$ cat config.mk
export PLATFORM = sky130hd
export DESIGN_NAME = disk_data_buffer
export DESIGN_NICKNAME = d
export VERILOG_FILES = /design/src/rtl/dbuf_pkg.sv /design/src/rtl/dbuf_dpath.sv /design/src/rtl/dbuf_ctrl.sv /design/src/rtl/disk_data_buffer.sv
export SDC_FILE = /design/constraint.sdc
export NUM_CORES = 1
export LEC_CHECK = 0
export BUFFER_PORTS_ARGS = -buffer_cell sky130_fd_sc_hd__buf_4
export CORE_AREA = 5 5 196 198
export CTS_CLUSTER_DIAMETER = 120
export CTS_CLUSTER_SIZE = 8
export DETAILED_ROUTE_END_ITERATION = 6
export DIE_AREA = 0 0 201 203
export GPL_TIMING_DRIVEN = 0
export HOLD_SLACK_MARGIN = 0.06
export PLACE_DENSITY_LB_ADDON = 0.1
export SYNTH_ARGS = -nofsm -noshare
export SYNTH_HDL_FRONTEND = slang
export SYNTH_HIERARCHICAL = 1
export SYNTH_SLANG_ARGS = --single-unit
export TNS_END_PERCENT = 20
$ cat constraint.sdc
create_clock -name clk -period 9.73 [get_ports clk]
set_input_delay 0 -clock clk [delete_from_list [all_inputs] [get_ports clk]]
set_output_delay 0 -clock clk [all_outputs]
set_load 0.03 [all_outputs]
$ cat src/rtl/dbuf_pkg.sv
package dbuf_pkg;

  typedef enum logic [1:0] {
    EMIT_FIFO   = 2'd0,
    EMIT_ZERO   = 2'd1,
    EMIT_CRC_HI = 2'd2,
    EMIT_CRC_LO = 2'd3
  } emit_sel_t;

  typedef enum logic [2:0] {
    PH_IDLE   = 3'd0,
    PH_XFER   = 3'd1,
    PH_FILL   = 3'd2,
    PH_CRC_HI = 3'd3,
    PH_CRC_LO = 3'd4
  } phase_t;

  // Strobes from control to datapath, one cycle each.
  typedef struct packed {
    logic      flush;
    logic      push;
    logic      pushFromDisk;
    logic      pop;
    logic      emit;
    emit_sel_t emitSel;
  } dp_strobe_t;

  // One byte through CRC-16, polynomial 0x1021, MSB first.
  function automatic logic [15:0] crcStep(input logic [15:0] c, input logic [7:0] d);
    logic [15:0] r;
    logic fb;
    r = c;
    for (int i = 7; i >= 0; i--) begin
      fb = r[15] ^ d[i];
      r  = {r[14:0], 1'b0};
      if (fb) r = r ^ 16'h1021;
    end
    return r;
  endfunction

endpackage

$ cat src/rtl/dbuf_dpath.sv
module dbuf_dpath
  import dbuf_pkg::*;
#(
  parameter int DEPTH = 16,
  localparam int AW = $clog2(DEPTH),
  localparam int CW = $clog2(DEPTH + 1)
) (
  input  logic          clk,
  input  logic          rstN,
  input  dp_strobe_t    strb,
  input  logic [7:0]    hostWrData,
  input  logic [7:0]    diskInData,
  output logic [CW-1:0] count,
  output logic [7:0]    headData,
  output logic [7:0]    diskOutData,
  output logic          diskOutValid,
  output logic          diskOutCrc
);

  logic [7:0]    mem [DEPTH];
  logic [AW-1:0] wrPtr, rdPtr;
  logic [15:0]   crcReg;
  logic [7:0]    pushByte;
  logic [7:0]    emitByte;

  function automatic logic [AW-1:0] ptrNext(input logic [AW-1:0] p);
    return (p == AW'(DEPTH - 1)) ? '0 : p + 1'b1;
  endfunction

  assign pushByte = strb.pushFromDisk ? diskInData : hostWrData;
  assign headData = mem[rdPtr];

  always_comb begin
    unique case (strb.emitSel)
      EMIT_FIFO:   emitByte = headData;
      EMIT_ZERO:   emitByte = 8'h00;
      EMIT_CRC_HI: emitByte = crcReg[15:8];
      default:     emitByte = crcReg[7:0];
    endcase
  end

  always_ff @(posedge clk) begin
    if (strb.push && !strb.flush) mem[wrPtr] <= pushByte;
  end

  always_ff @(posedge clk) begin
    if (!rstN) begin
      wrPtr <= '0;
      rdPtr <= '0;
      count <= '0;
    end else if (strb.flush) begin
      wrPtr <= '0;
      rdPtr <= '0;
      count <= '0;
    end else begin
      if (strb.push) wrPtr <= ptrNext(wrPtr);
      if (strb.pop)  rdPtr <= ptrNext(rdPtr);
      case ({strb.push, strb.pop})
        2'b10:   count <= count + 1'b1;
        2'b01:   count <= count - 1'b1;
        default: count <= count;
      endcase
    end
  end

  always_ff @(posedge clk) begin
    if (!rstN) begin
      crcReg       <= 16'hFFFF;
      diskOutData  <= 8'h00;
      diskOutValid <= 1'b0;
      diskOutCrc   <= 1'b0;
    end else begin
      diskOutValid <= strb.emit && !strb.flush;
      if (strb.flush) begin
        crcReg     <= 16'hFFFF;
        diskOutCrc <= 1'b0;
      end else if (strb.emit) begin
        diskOutData <= emitByte;
        diskOutCrc  <= strb.emitSel inside {EMIT_CRC_HI, EMIT_CRC_LO};
        if (strb.emitSel inside {EMIT_FIFO, EMIT_ZERO})
          crcReg <= crcStep(crcReg, emitByte);
      end
    end
  end

endmodule

$ cat src/rtl/dbuf_ctrl.sv
module dbuf_ctrl
  import dbuf_pkg::*;
#(
  parameter int DEPTH = 16,
  parameter int SECTOR_BYTES = 512,
  localparam int THW = $clog2(DEPTH),
  localparam int CW = $clog2(DEPTH + 1),
  localparam int SW = $clog2(SECTOR_BYTES + 1)
) (
  input  logic           clk,
  input  logic           rstN,
  input  logic           cfgLoad,
  input  logic           cfgFifoEn,
  input  logic [THW-1:0] cfgThresh,
  input  logic           execStart,
  input  logic           execDirRead,
  input  logic           hostWr,
  input  logic           hostRd,
  input  logic           diskTick,
  input  logic [CW-1:0]  count,
  output dp_strobe_t     strb,
  output logic           svcReq,
  output logic           busy,
  output logic           overrunFlag,
  output logic           underrunFlag
);

  logic           fifoEn;
  logic [THW-1:0] thrReg;
  phase_t         phase;
  logic           dirRead;
  logic [SW-1:0]  byteIdx;

  logic [CW-1:0]  capEff, thrEff, freeCnt;
  logic           full, empty, lastByte;

  assign capEff   = fifoEn ? CW'(DEPTH) : CW'(1);
  assign thrEff   = fifoEn ? CW'(thrReg) : '0;
  assign freeCnt  = capEff - count;
  assign full     = count >= capEff;
  assign empty    = count == '0;
  assign lastByte = byteIdx == SW'(SECTOR_BYTES - 1);
  assign busy     = phase != PH_IDLE;

  // Configuration: single-byte after reset, threshold clamped to 1..DEPTH-1.
  always_ff @(posedge clk) begin
    if (!rstN) begin
      fifoEn <= 1'b0;
      thrReg <= THW'(1);
    end else if (cfgLoad) begin
      fifoEn <= cfgFifoEn;
      thrReg <= (cfgThresh == '0) ? THW'(1) : cfgThresh;
    end
  end

  // Strobe generation.
  always_comb begin
    strb         = '0;
    strb.emitSel = EMIT_FIFO;
    if (execStart) begin
      strb.flush = 1'b1;
    end else if (dirRead) begin
      if (hostRd && !empty) strb.pop = 1'b1;
      if (diskTick && phase == PH_XFER && !full) begin
        strb.push         = 1'b1;
        strb.pushFromDisk = 1'b1;
      end
    end else begin
      if (hostWr && phase == PH_XFER && !full) strb.push = 1'b1;
      if (diskTick && busy) begin
        strb.emit = 1'b1;
        unique case (phase)
          PH_XFER: begin
            if (empty) strb.emitSel = EMIT_ZERO;
            else begin
              strb.emitSel = EMIT_FIFO;
              strb.pop     = 1'b1;
            end
          end
          PH_FILL:   strb.emitSel = EMIT_ZERO;
          PH_CRC_HI: strb.emitSel = EMIT_CRC_HI;
          default:   strb.emitSel = EMIT_CRC_LO;
        endcase
      end
    end
  end

  // Phase sequencing and error flags.
  always_ff @(posedge clk) begin
    if (!rstN) begin
      phase        <= PH_IDLE;
      dirRead      <= 1'b0;
      byteIdx      <= '0;
      overrunFlag  <= 1'b0;
      underrunFlag <= 1'b0;
    end else if (execStart) begin
      phase        <= PH_XFER;
      dirRead      <= execDirRead;
      byteIdx      <= '0;
      overrunFlag  <= 1'b0;
      underrunFlag <= 1'b0;
    end else if (diskTick) begin
      unique case (phase)
        PH_XFER: begin
          if (dirRead) begin
            if (full) begin
              overrunFlag <= 1'b1;
              phase       <= PH_IDLE;
            end else begin
              byteIdx <= byteIdx + 1'b1;
              if (lastByte) phase <= PH_IDLE;
            end
          end else begin
            byteIdx <= byteIdx + 1'b1;
            if (empty) underrunFlag <= 1'b1;
            if (lastByte)   phase <= PH_CRC_HI;
            else if (empty) phase <= PH_FILL;
          end
        end
        PH_FILL: begin
          byteIdx <= byteIdx + 1'b1;
          if (lastByte) phase <= PH_CRC_HI;
        end
        PH_CRC_HI: phase <= PH_CRC_LO;
        PH_CRC_LO: phase <= PH_IDLE;
        default:   phase <= PH_IDLE;
      endcase
    end
  end

  // Service request.
  always_comb begin
    if (dirRead) svcReq = !empty && (phase == PH_IDLE || freeCnt <= thrEff);
    else         svcReq = (phase == PH_XFER) && (count <= thrEff);
  end

endmodule

$ cat src/rtl/disk_data_buffer.sv
module disk_data_buffer
  import dbuf_pkg::*;
#(
  parameter int DEPTH = 16,
  parameter int SECTOR_BYTES = 512,
  localparam int THW = $clog2(DEPTH)
) (
  input  logic           clk,
  input  logic           rstN,
  input  logic           cfgLoad,
  input  logic           cfgFifoEn,
  input  logic [THW-1:0] cfgThresh,
  input  logic           execStart,
  input  logic           execDirRead,
  input  logic           hostWr,
  input  logic [7:0]     hostWrData,
  input  logic           hostRd,
  output logic [7:0]     hostRdData,
  output logic           svcReq,
  input  logic           diskTick,
  input  logic [7:0]     diskInData,
  output logic           diskOutValid,
  output logic [7:0]     diskOutData,
  output logic           diskOutCrc,
  output logic           busy,
  output logic           overrunFlag,
  output logic           underrunFlag
);

  localparam int CW = $clog2(DEPTH + 1);

  dp_strobe_t    strb;
  logic [CW-1:0] dpCount;

  dbuf_ctrl #(.DEPTH(DEPTH), .SECTOR_BYTES(SECTOR_BYTES)) ctrl_i (
    .clk(clk), .rstN(rstN),
    .cfgLoad(cfgLoad), .cfgFifoEn(cfgFifoEn), .cfgThresh(cfgThresh),
    .execStart(execStart), .execDirRead(execDirRead),
    .hostWr(hostWr), .hostRd(hostRd), .diskTick(diskTick),
    .count(dpCount), .strb(strb), .svcReq(svcReq), .busy(busy),
    .overrunFlag(overrunFlag), .underrunFlag(underrunFlag)
  );

  dbuf_dpath #(.DEPTH(DEPTH)) dpath_i (
    .clk(clk), .rstN(rstN), .strb(strb),
    .hostWrData(hostWrData), .diskInData(diskInData),
    .count(dpCount), .headData(hostRdData),
    .diskOutData(diskOutData), .diskOutValid(diskOutValid),
    .diskOutCrc(diskOutCrc)
  );

endmodule

After elaboration in Yosys (flattened, before gate mapping). Memories as Yosys holds them, arrays and structs flattened. A register that Yosys moved wholly into a read port is not among the register bits. Cells that the tools add are included.

Word-level logic and storage cells: 170. Input port bits: 29. Bits in registers: 60. Memory bits (writable): 128. Memories kept: 1.

Add/sub/neg operators: 6. Order comparisons: 3. Multiplexer cells: 75. Equal/unequal tests: 18. Bitwise gates (word level): 19. Reduce and logical (&&, ||, !) cells: 33.

Memories: dpath_i.mem (words 16, bits a word 8, rd ports 1, clocked after memory_dff 1, write ports 1, line dbuf_dpath.sv:20) `logic [7:0] mem [DEPTH];`.

Operator list (count): $mux 16 (28); $mux 13 (8); $mux 4 (7); $not 3->3 (8); $pmux 8 s3 (1); $mux 3 (7); $mux 10 (2); $pmux 10 s2 (1); $reduce_and 4->1 (4); $mux 1 (14); $add 10x1->10 const B (1); $eq 10x9->1 const B (1); $le 5x5->1 (2); $logic_and 1x1->1 (10); $pmux 5 s2 (1); $reduce_bool 2->1 (5); $pmux 3 s3 (1); $add 4x1->4 const B (2); $eq 4x4->1 const B (2); $mux 8 (1); $xor 1x1->1 (8); $eq 2x2->1 const B (3); $eq 3x2->1 const B (2); $mux 6 (1); 27 further kinds (34).

Depth between registers and ports, before layout. Gate-level depths: netlist of run 1.

Depth in word-level cells: 53. Mapped depth: 15. Depth with buffers taken out: 15.

Cells and area by module. The synthesis of run 1 kept the hierarchy.

Modules (own cells, without submodules): dbuf_dpath (times used 1, cells an instance 502, area each 7467.2 um^2); dbuf_ctrl (times used 1, cells an instance 187, area each 1531.5 um^2).

Least setup slack after synthesis of run 1. Ideal clock, no wire load.

Kind: register -> register. From: register dpath_i.count[4]. To: register dpath_i.count[4]. Library setup time: 0.070 ns. Period minus slack after synthesis: 3.709 ns. Cell stages (with the launch flop): 15. Data arrival time: 3.639 ns. Path slack: 6.021 ns. Path through: dfxtp_1 > inv_1 > ha_1 > or4b_4 > nor2_1 > o21ai_1 > nor4_1 > inv_1 > ha_1 > fa_1 > a21o_1 > a21oi_1 > xor2_1 > or3_1 > a21oi_1.

RTL lines: from (decl) (line dbuf_dpath.sv:13) `output logic [CW-1:0] count,`; from (signal assigned) (line dbuf_dpath.sv:59) `2'b10: count <= count + 1'b1;`; from (signal assigned) (line dbuf_dpath.sv:60) `2'b01: count <= count - 1'b1;`; from (signal assigned) (line dbuf_dpath.sv:61) `default: count <= count;`.

==> metrics.txt, run 1 <==
status=finished clean; Final setup viols=0; Starting DRT DRC Count=320; I/O pin count=51; die area=40800 µm²; Die Wd=201 µm; Worst Hold Class=in2reg; antenna diode count=0; area growth from synthesis to layout=19.42%; period utilization=44.69%; Post-Syn Nets=740; peak fanout along the critical path=6; Worst R2R Setup Slack=5.38 ns; via count=5805; clock insertion delay at the later pin of the skew report=0.43 ns; max-cap violations=0; Slew HR=22.98%; Total GRT Usage=11.43%; Antenna Nets Post-Route=0; post-synthesis cell type count=72; Cell Count, Final, Fillers Out=1253; Congestion Overflow GR=0; 1st-pass router iterations=5; pwr dens=162.2 nW/µm²; max-slew violation count=0; maximum level of the CTS H-tree=4; # placed instances=1206; detailed-route wire length=23.21 mm; setup_tns=0 ns; commonest non-fill, non-tap cells in the layout=128 x edfxtp_1, 64 x dfxtp_1, 58 x nor2_1; CTS clk-pin slew, worst paths=0.07 ns; DRC=0; cells on worst reg2reg path=14; Max VDD drop=0.09721 mV; Storage cell area=5125 µm²; multi-input logic area=3625 µm²; core box area=36350 µm²; top sig layer=met4; # fillers=3632; WP data required=10.09 ns; DP HPWL=16.58 mm; num rows=70; CTS buffer count=17; crit path kind=reg2reg; vias in the first global route=6029; post_cts resized=0; IO Port Bufs=49; metal3 WL=574 µm; overall die height=203 µm; GP Congestion=0.7798; Post-CTS Setup Repair Bufs=0; pin count of the biggest net entering global routing=20; clk_skew=0.01478 ns; fmax=0.2300 GHz; WP data arrival=4.70 ns; Cell Area, Synth=8999 µm²; flops & latches, synth=192; CTS Root Cell=clkbuf_16; sequential fraction of the synthesis area=56.95%; Post-CTS Hold Fix Bufs=15; Hold Vio Cnt, Final=0; met1 wire length=10.74 mm; number of flops mapped to enable cells by yosys=128; mean number of vias per cell=4.633; first-pass GRT wire length=35.82 mm; # clock sinks=192; Cells on Worst Hold Path=2; Clock Path Buffers=2; CTS tree=yes; initial antenna violation count=0; Avg Cell Area, Syn=13.06 µm²; Async S/R FF share, synth=0%; Slew @ Worst Pin=1.139 ns; cells after synthesis=689; drt wl/cell=18.52 µm; min cycle time layout=4.348 ns; fraction of layout instances using a drive strength above 1=19.62%; most common cell after layout, fill and taps aside=edfxtp_1; Starting Density=24.76%; met2 wire length=11.67 mm; Layout Utilization=29.57%; Worst setup SP type=flip-flop; Final #Nets=823; synth warn=6; RSZ-0062 raised after global routing=no; main flop type after synthesis=edfxtp_1; leak pwr=3.605 nW; element type at the critical path end=flip-flop
[layout make-up]
type | count | area share, %
Tap cell | 468 | 5.449
Clock inverter | 15 | 2.037
Sequential cell | 192 | 47.69
Timing Repair Buffer | 64 | 4.820
Buffer | 33 | 1.863
Multi-Input combinational cell | 451 | 33.73
Clock buffer | 17 | 3.959
Inverter | 13 | 0.4541
[cells by family (layout without fill, tap and decap cells)]
logic type	after synthesis	count (layout)	synth area share [%]
muxes	52	52	10.75
adders and majority gates	22	22	3.142
AOI/OAI and AO/OA	124	124	9.873
and+or+nand+nor	226	226	13.50
buffers and inverters	46	142	2.767
DFF	192	192	56.95
xor gates and xnor gates	27	27	3.017
[registers in the layout (all words and copies together) (netlist names), named ones only]
name	flops
dpath_i/diskOutValid	1
dpath_i/rdPtr	4
ctrl_i/byteIdx	10
ctrl_i/phase	3
dpath_i/crcReg	16
ctrl_i/thrReg	4
ctrl_i/fifoEn	1
ctrl_i/overrunFlag	1
ctrl_i/dirRead	1
dpath_i/diskOutData	8
dpath_i/mem	128
ctrl_i/underrunFlag	1
dpath_i/count	5
dpath_i/wrPtr	4
dpath_i/diskOutCrc	1
[synth_stat cells (3+ instances only)]
cell type  number  share of area [%]
a31oi_1         9               0.63
nand3_1         8               0.44
a221o_1         3               0.33
nor4_1          3               0.21
mux2_2         10                1.3
nand4_1         4               0.28
o21ai_1         3               0.17
nor3_1         13               0.72
clkbuf_1       18               0.75
a22oi_2         4               0.56
mux4_2         23                5.8
dfxtp_1        64                 14
o211ai_1        3               0.25
a211oi_1        5               0.42
nand2_1        45                1.9
nor2b_1        21                1.5
nand2b_1       18                1.3
or3_1           5               0.35
a21oi_1        27                1.5
ha_1           21                2.9
a32o_1          3               0.33
buf_6           3               0.38
nor2_1         58                2.4
a32oi_1         3               0.29
o21ai_0        24                1.3
edfxtp_1      128                 43
mux4_1          9                2.6
o21a_1          5               0.42
buf_2           5               0.28
mux2i_1        10                1.1
buf_4           4               0.33
a211oi_2        3               0.42
xor2_1         12                1.2
inv_1          13               0.54
o211a_1         3               0.33
xnor2_1        12                1.2
nor4_2          3               0.42
a22oi_1        12                1.0
and2_1         28                1.9
[per-layer routing]
| layer | up-vias | track usage, % |
|---|---|---|
| li1 | 2769 | - |
| met1 | 2932 | 14.46 |
| met2 | 85 | 20.12 |
| met3 | 19 | 2.252 |
| met4 | 0 | 2.827 |
| met5 | - | 0 |
[worst max-delay path: stages, from the launching register on]
cell and delay [ns]:
dfxtp_1 0.43, inv_1 0.10, ha_1 0.36, or4b_4 0.48
nor2_1 0.10, o21ai_1 0.09, nor4_1 0.82, inv_1 0.23
ha_1 0.34, fa_1 0.42, a21o_1 0.20, a21oi_1 0.16
xor2_1 0.09, or3_1 0.31, a21oi_1 0.14
[stage by stage]
stage	hold slack, ns	worst slack [ns]	total power, mW	cell area [µm²]
after CTS	0.1108	5.303	1.770	10750
after global placement	0.2631	5.324	0.9967	9952
after detailed placement	0.2624	5.319	0.9987	9952
final	0.1205	5.382	1.743	10750
after global routing	0.1320	4.934	1.815	10750
after floorplan	0.06194	6.021	0.9605	8999
[worst paths after layout]
kind                       from            endpoint
min               hostWrData[1]  dpath_i/mem[13][1]
max            dpath_i/count[4]    dpath_i/count[4]
min reg2reg  dpath_i/diskOutCrc  dpath_i/diskOutCrc
max reg2reg    dpath_i/count[4]    dpath_i/count[4]
[where the power goes]
part,switching [mW],internal (mW),leakage [nW],total [mW]
clock network,0.339,0.419,0.315,0.758
logic,0.0637,0.0437,1.62,0.107
registers,0.00415,0.873,1.67,0.878
Power figures use the tool's default switching activity.
==> run 2, diff against run 1 <==
==> constraint.sdc (replaced) <==
create_clock -name clk -period 3.98 [get_ports clk]
set_input_delay 0 -clock clk [delete_from_list [all_inputs] [get_ports clk]]
set_output_delay 0 -clock clk [all_outputs]
set_load 0.03 [all_outputs]
==> metrics.txt, run 2 (synthesis results as in run 1) <==
status=finished clean; num rows=70 (unchanged); Die Wd=201 µm (unchanged); clock share of power=43.4% (about the same); crit path launch=dpath_i/count[4]; Antenna Nets Post-Route=0 (unchanged); Starting DRT DRC Count=285 (-11%); met1 usage=14.47% (about the same); net switching power=995.9 µW (+150%); max-slew violation count=0 (unchanged); Starting Density=24.76% (unchanged); element type at the critical path end=flip-flop; fmax=0.2705 GHz (+18%); CTS buffer count=17 (unchanged); commonest non-fill, non-tap cells in the layout=128 x edfxtp_1, 63 x dfxtp_1, 58 x nor2_1; overall die height=203 µm (unchanged); first-pass GRT wire length=35.84 mm (about the same); clk_skew=0.01395 ns (-0.0008279 ns); GP Congestion=0.7798 (unchanged); CTS clk-pin slew, worst paths=0.07 ns (about the same); period utilization=92.89% (+48 points); peak fanout along the critical path=6 (unchanged); # fillers=3629 (-0.083%); cell-internal power=3.269 mW (+140%); RR Startpoint=dpath_i/count[4]; # clock sinks=192 (unchanged); most common cell after layout, fill and taps aside=edfxtp_1; crit path kind=reg2reg; cells on worst reg2reg path=14 (unchanged); CTS tree=yes; clock insertion delay at the later pin of the skew report=0.43 ns (about the same); mean number of vias per cell=4.627 (-0.12%); Switching Fraction=23.35% (+0.031 points); met2 Track Usage GR=20.14% (about the same); Largest register FFs=128 (unchanged); drt wl/cell=18.52 µm (about the same); I/O pin count=51 (unchanged); Worst Hold Class=in2reg; Worst setup SP type=flip-flop; DRC=0 (unchanged); DP HPWL=16.58 mm (unchanged); Comb pwr share=6.3% (about the same); initial antenna violation count=0 (unchanged); 1st-pass router iterations=4 (-1); Seq pwr share=50.3% (about the same); Max VDD drop=0.2378 mV (+140%); worst reg2reg endpoint=dpath_i/count[4]; WP data required=4.33 ns (-5.76 ns); Worst R2R Setup Slack=0.28 ns (-5.10 ns); setup_tns=0 ns (unchanged); area growth from synthesis to layout=19.91%; global routing usage on met3=2.252% (unchanged); Regs by FF count=dpath_i/mem x128, dpath_i/crcReg x16, ctrl_i/byteIdx x10; IO Port Bufs=49 (unchanged); pwr dens=395.3 nW/µm² (+140%); Biggest register=dpath_i/mem; WP data arrival=4.05 ns (-0.65 ns); die area=40800 µm² (unchanged); pin count of the biggest net entering global routing=20 (unchanged); Worst Setup EP=dpath_i/count[4]; worst hold slack=0.1256 ns (+0.005080 ns); Final setup viols=0 (unchanged); Congestion Overflow GR=0 (unchanged); Clock Path Buffers=2 (unchanged); Final #Nets=824 (+0.12%); max-cap violations=0 (unchanged); core box area=36350 µm² (unchanged); Slew @ Worst Pin=0.8272 ns (-0.3120 ns); CTS Root Cell=clkbuf_16; via count=5807 (+0.034%); RSZ-0062 raised after global routing=no; detailed-route wire length=23.24 mm (+0.14%); min cycle time layout=3.697 ns (-0.6509 ns); maximum level of the CTS H-tree=4 (unchanged); leak pwr=3.622 nW (+0.49%); Slew HR=44.74% (+22 points); vias in the first global route=6034 (+0.083%); Hold Vio Cnt, Final=0 (unchanged); fraction of layout instances using a drive strength above 1=20.36% (+0.74 points); global route hottest layer=met2; Total GRT Usage=11.43% (about the same)
-- run 2: cell count changes in the layout (fill, tap and decap cells not counted), sizes merged --
cell	delta
buf	+1
diode	+1
-- run 2: how the worst min path moves through the flow --
stage	from	to	depth (start not counted)
finish	hostWrData[1]	dpath_i/mem[14][1]	2
global route	diskInData[1]	dpath_i/mem[14][1]	2
CTS	hostWrData[1]	dpath_i/mem[6][1]	2
detailed placement	rstN	ctrl_i/thrReg[0]	2
global placement	rstN	ctrl_i/thrReg[0]	2
floorplan	rstN	ctrl_i/thrReg[0]	1
-- run 2: final cells by class --
type	instances	area [µm²]	share of cell area [%]
diodes	1	2.502	0.02319
clock buffers	17	425.4	3.943
well taps	468	585.6	5.427
flip-flops and latches	192	5126	47.51
plain buffers	33	201.4	1.867
repair buffers	65	525.5	4.870
inverters	13	48.80	0.4522
multi-input cells	451	3656	33.88
clock inverters	15	219.0	2.029
-- run 2: stage by stage --
step	instances	instance area [µm²]	utilization [%]	setup slack (ns)	power, mW
4_1_cts	1253	10780	29.65	0.07248	4.332
5_1_grt	1254	10790	29.68	0.05659	4.442
2_1_floorplan	689	8999	-	0.2707	2.348
3_5_place_dp	1206	9952	27.38	-0.4310	2.442
6_report	1255	10790	29.69	0.2830	4.265
3_3_place_gp	1206	9952	27.38	-0.4261	2.437
-- run 2: worst max-delay path: stages (launching register included) --
cell	delay (ns)
dfxtp_2	0.38
inv_1	0.08
ha_1	0.35
or4b_4	0.48
nor2_1	0.10
o21ai_1	0.12
nor4_4	0.35
inv_1	0.14
ha_1	0.29
fa_1	0.42
a21o_1	0.20
a21oi_1	0.16
xor2_1	0.09
or3_1	0.31
a21oi_1	0.14
-- run 2: power by group through the flow --
stage,Clock (mW),Combinational (mW),Sequential (mW)
floorplan,0,0.154,2.19
global placement,0,0.247,2.19
CTS,1.92,0.269,2.15
detailed placement,0,0.250,2.19
finish,1.85,0.267,2.15
global route,2.00,0.292,2.15
-- run 2: layer usage --
metal  routed length (µm)  vias up  part of all wire, %
li1                     -     2774                    -
met1                10780     2940                   46
met2                11670       73                   50
met3                  530       20                  2.3
met4                  252        0                  1.1
met5                    0        -                    0
-- run 2: repair_timing --
| item | 4_1_cts | 5_1_grt |
|---|---|---|
| endpoints found under the hold margin | 16 | 0 |
| setup endpoints to repair | 15 | 3 |
| gates resized for setup | 4 | 4 |
| pin swaps | 0 | 1 |
| hold buffers | 15 | 0 |
| setup buffers | 0 | 1 |
==> run 3, diff against run 2 <==
--- a/config.mk
+++ b/config.mk
@@ -5,12 +5,13 @@
 export SDC_FILE = /design/constraint.sdc
 export NUM_CORES = 1
 export LEC_CHECK = 0
+export ABC_AREA = 1
 export BUFFER_PORTS_ARGS = -buffer_cell sky130_fd_sc_hd__buf_4
-export CORE_AREA = 5 5 196 198
+export CORE_AREA = 5 5 198 200
 export CTS_CLUSTER_DIAMETER = 120
 export CTS_CLUSTER_SIZE = 8
 export DETAILED_ROUTE_END_ITERATION = 6
-export DIE_AREA = 0 0 201 203
+export DIE_AREA = 0 0 203 205
 export GPL_TIMING_DRIVEN = 0
 export HOLD_SLACK_MARGIN = 0.06
 export PLACE_DENSITY_LB_ADDON = 0.1
==> metrics.txt, run 3 <==
# fillers=3915 (+7.9%); DRC=0 (unchanged); area growth from synthesis to layout=18.68%; Storage cell area=5125 µm² (about the same); GP Congestion=0.7873 (+0.96%); worst hold slack=0.1596 ns (+0.03400 ns); Slew HR=35.91% (-8.8 points); period utilization=85.45% (-7.4 points); CTS tree=yes; CTS buffer count=17 (unchanged); clock share of power=40.7% (-2.7 points); first-pass GRT wire length=41.17 mm (+15%); Cells on Worst Hold Path=2 (unchanged); clk_skew=0.01564 ns (+0.001684 ns); Hold Vio Cnt, Final=0 (unchanged); flops & latches, synth=192 (unchanged); Slew @ Worst Pin=0.9578 ns (+0.1306 ns); Switching Fraction=26.40% (+3.0 points); Worst setup SP type=flip-flop; mean number of vias per cell=4.378 (-5.4%); DP HPWL=19.28 mm (+16%); die area=41620 µm² (+2.0%); leak pwr=4.387 nW (+21%); post_cts resized=0 (-4); max-cap violations=0 (unchanged); most common cell after layout, fill and taps aside=nand2_1; clock insertion delay at the later pin of the skew report=0.44 ns (about the same); CTS clk-pin slew, worst paths=0.08 ns (about the same); Starting DRT DRC Count=398 (+40%); 1st-pass router iterations=5 (+1); Avg Cell Area, Syn=8.957 µm² (-31%); Largest register FFs=128 (unchanged); WP data arrival=3.73 ns (-0.32 ns); IO Port Bufs=49 (unchanged); Max VDD drop=0.2317 mV (-2.6%); max-slew violation count=0 (unchanged); WP data required=4.31 ns (-0.02 ns); Tot Pwr=4.223 mW (-0.99%); min cycle time layout=3.401 ns (-0.2960 ns); fmax=0.2940 GHz (+8.7%); # clock sinks=192 (unchanged); main flop type after synthesis=edfxtp_1; status=finished clean; Final setup viols=0 (unchanged); RSZ-0062 raised after global routing=no; Worst Hold Class=in2reg; initial antenna violation count=0 (unchanged); antenna diode count=0 (-1); Final #Nets=1164 (+41%); number of flops mapped to enable cells by yosys=128 (unchanged); Seq pwr share=51.1% (+0.8 points); Die Wd=203 µm (+1.0%); Synth top area share=41.74% (-0.97 points); vias in the first global route=6838 (+13%); multi-input logic area=3481 µm² (-4.8%); detailed-route wire length=26.71 mm (+15%); Regs by FF count=dpath_i/mem x128, dpath_i/crcReg x16, ctrl_i/byteIdx x10; cells on worst reg2reg path=17 (+3); pin count of the biggest net entering global routing=21 (+5.0%); Post-CTS Setup Repair Bufs=0 (unchanged); pwr dens=386.4 nW/µm² (-2.2%); Async S/R FF share, synth=0% (unchanged); I/O pin count=51 (unchanged); Congestion Overflow GR=0 (unchanged); most frequent cell after synthesis=nand2_1; net switching power=1.115 mW (+12%); Cell Area, Synth=9208 µm² (+2.3%); Total GRT Usage=12.97% (+1.5 points); Antenna Nets Post-Route=0 (unchanged); cell-internal power=3.108 mW (-4.9%); overall die height=205 µm (+0.99%); Clock Path Buffers=2 (unchanged); Synth top cells by count=213 x nand2_1, 157 x nor2_1, 128 x edfxtp_1, 108 x nand3_1, 104 x inv_1; core box area=37220 µm² (+2.4%); commonest non-fill, non-tap cells in the layout=213 x nand2_1, 157 x nor2_1, 128 x edfxtp_1; Starting Density=24.74% (about the same); sequential fraction of the synthesis area=55.66% (-1.3 points); cells after synthesis=1028 (+49%); setup_tns=0 ns (unchanged); via count=7004 (+21%); num rows=71 (+1.4%); Comb pwr share=8.3% (+2.0 points); Post-Syn Nets=1079 (+46%); Biggest register=dpath_i/mem; synth warn=6 (unchanged); element type at the critical path end=flip-flop; cell taking the most area after synthesis=edfxtp_1; fraction of layout instances using a drive strength above 1=12.43% (-7.9 points); peak fanout along the critical path=7 (+1); CTS Root Cell=clkbuf_16; maximum level of the CTS H-tree=4 (unchanged); synth top area cells=edfxtp_1 42%, dfxtp_1 14%, nand2_1 8.7%, nor2_1 6.4%, nand3_1 5.9%; crit path kind=reg2reg; worst slack, placed=0.5401 ns (+0.9711 ns); drt wl/cell=16.69 µm (-9.9%); setup ws final=0.5790 ns (+0.2960 ns); post-synthesis cell type count=45 (-38%)
-- run 3: cell types whose count changed after synthesis, moves of 10 or more --
cell / previous run / this run
nand2_1: 45 / 213
nand3_1: 8 / 108
nor2_1: 58 / 157
inv_1: 13 / 104
and2_1: 28 / 0
o21ai_0: 24 / 51
mux4_2: 23 / 0
nor2b_1: 21 / 0
nand2b_1: 18 / 0
clkbuf_1: 18 / 3
a21oi_1: 27 / 39
o21ai_1: 3 / 15
a22oi_1: 12 / 1
mux2i_1: 10 / 0
-- run 3: stage by stage --
stage	util [%]	cell area, µm²	std cells
global route	29.36	10930	1600
floorplan	-	9208	1028
detailed placement	27.32	10170	1551
finish	29.36	10930	1600
CTS	29.36	10930	1600
global placement	27.32	10170	1551
-- run 3: final cells by class --
| class | count | share of cell area, % |
|---|---|---|
| repair buffers | 66 | 4.923 |
| multi-input cells | 700 | 31.85 |
| plain buffers | 28 | 1.775 |
| well taps | 474 | 5.427 |
| flip-flops and latches | 192 | 46.90 |
| clock buffers | 17 | 3.893 |
| clock inverters | 15 | 1.500 |
| inverters | 108 | 3.733 |
-- run 3: path summary, 6_finish.rpt --
check                                       from           endpoint  slack, ns
worst max-delay path               ctrl_i/fifoEn   dpath_i/count[4]       0.58
worst min-delay path               hostWrData[5]  dpath_i/mem[5][5]       0.16
worst max register to register     ctrl_i/fifoEn   dpath_i/count[4]       0.58
worst min register to register  dpath_i/count[4]   dpath_i/count[4]       0.45
-- run 3: cell families (layout without fill, tap and decap cells) --
| family | after synthesis | after routing | share of synthesized area, % |
|---|---|---|---|
| adders and majority gates | 22 | 22 | 3.071 |
| and+or+nand+nor | 527 | 527 | 24.69 |
| buffers and inverters | 136 | 234 | 6.536 |
| AOI/OAI and AO/OA | 132 | 132 | 7.936 |
| DFF | 192 | 192 | 55.66 |
| muxes | 8 | 8 | 0.9784 |
| xor gates and xnor gates | 11 | 11 | 1.128 |
-- run 3: repair_timing --
item                       in CTS  in global routing
hold buffers                   17                  0
setup endpoints to repair       0                  0
hold endpoints to repair       18                  0
-- run 3: critical path, stage by stage (launching register included) --
cell and delay (ns):
dfxtp_1 0.48, ha_1 0.32, nand4_1 0.16, nand2_2 0.11, o21ai_0 0.18, nand2_1 0.07, inv_1 0.15, inv_1 0.13
ha_1 0.30, fa_1 0.42, a21o_1 0.19, a21oi_1 0.12, inv_1 0.06, o21ai_0 0.15, a21oi_1 0.07, or2_2 0.28
nand2_1 0.06, a21oi_1 0.04
-- run 3: power groups by stage --
stage	Combinational, mW	Sequential (mW)	Clock, mW
floorplan	0.214	2.20	0
global placement	0.337	2.20	0
detailed placement	0.337	2.20	0
CTS	0.354	2.16	1.79
global route	0.394	2.16	1.86
finish	0.349	2.16	1.72
-- run 3: routing by layer --
metal	part of all wire, %	track usage, %	wire (µm)
met3	2.7	2.042	710
met1	51	18.52	13590
met5	0	0	0
met2	45	20.80	12150
met4	0.97	2.934	260
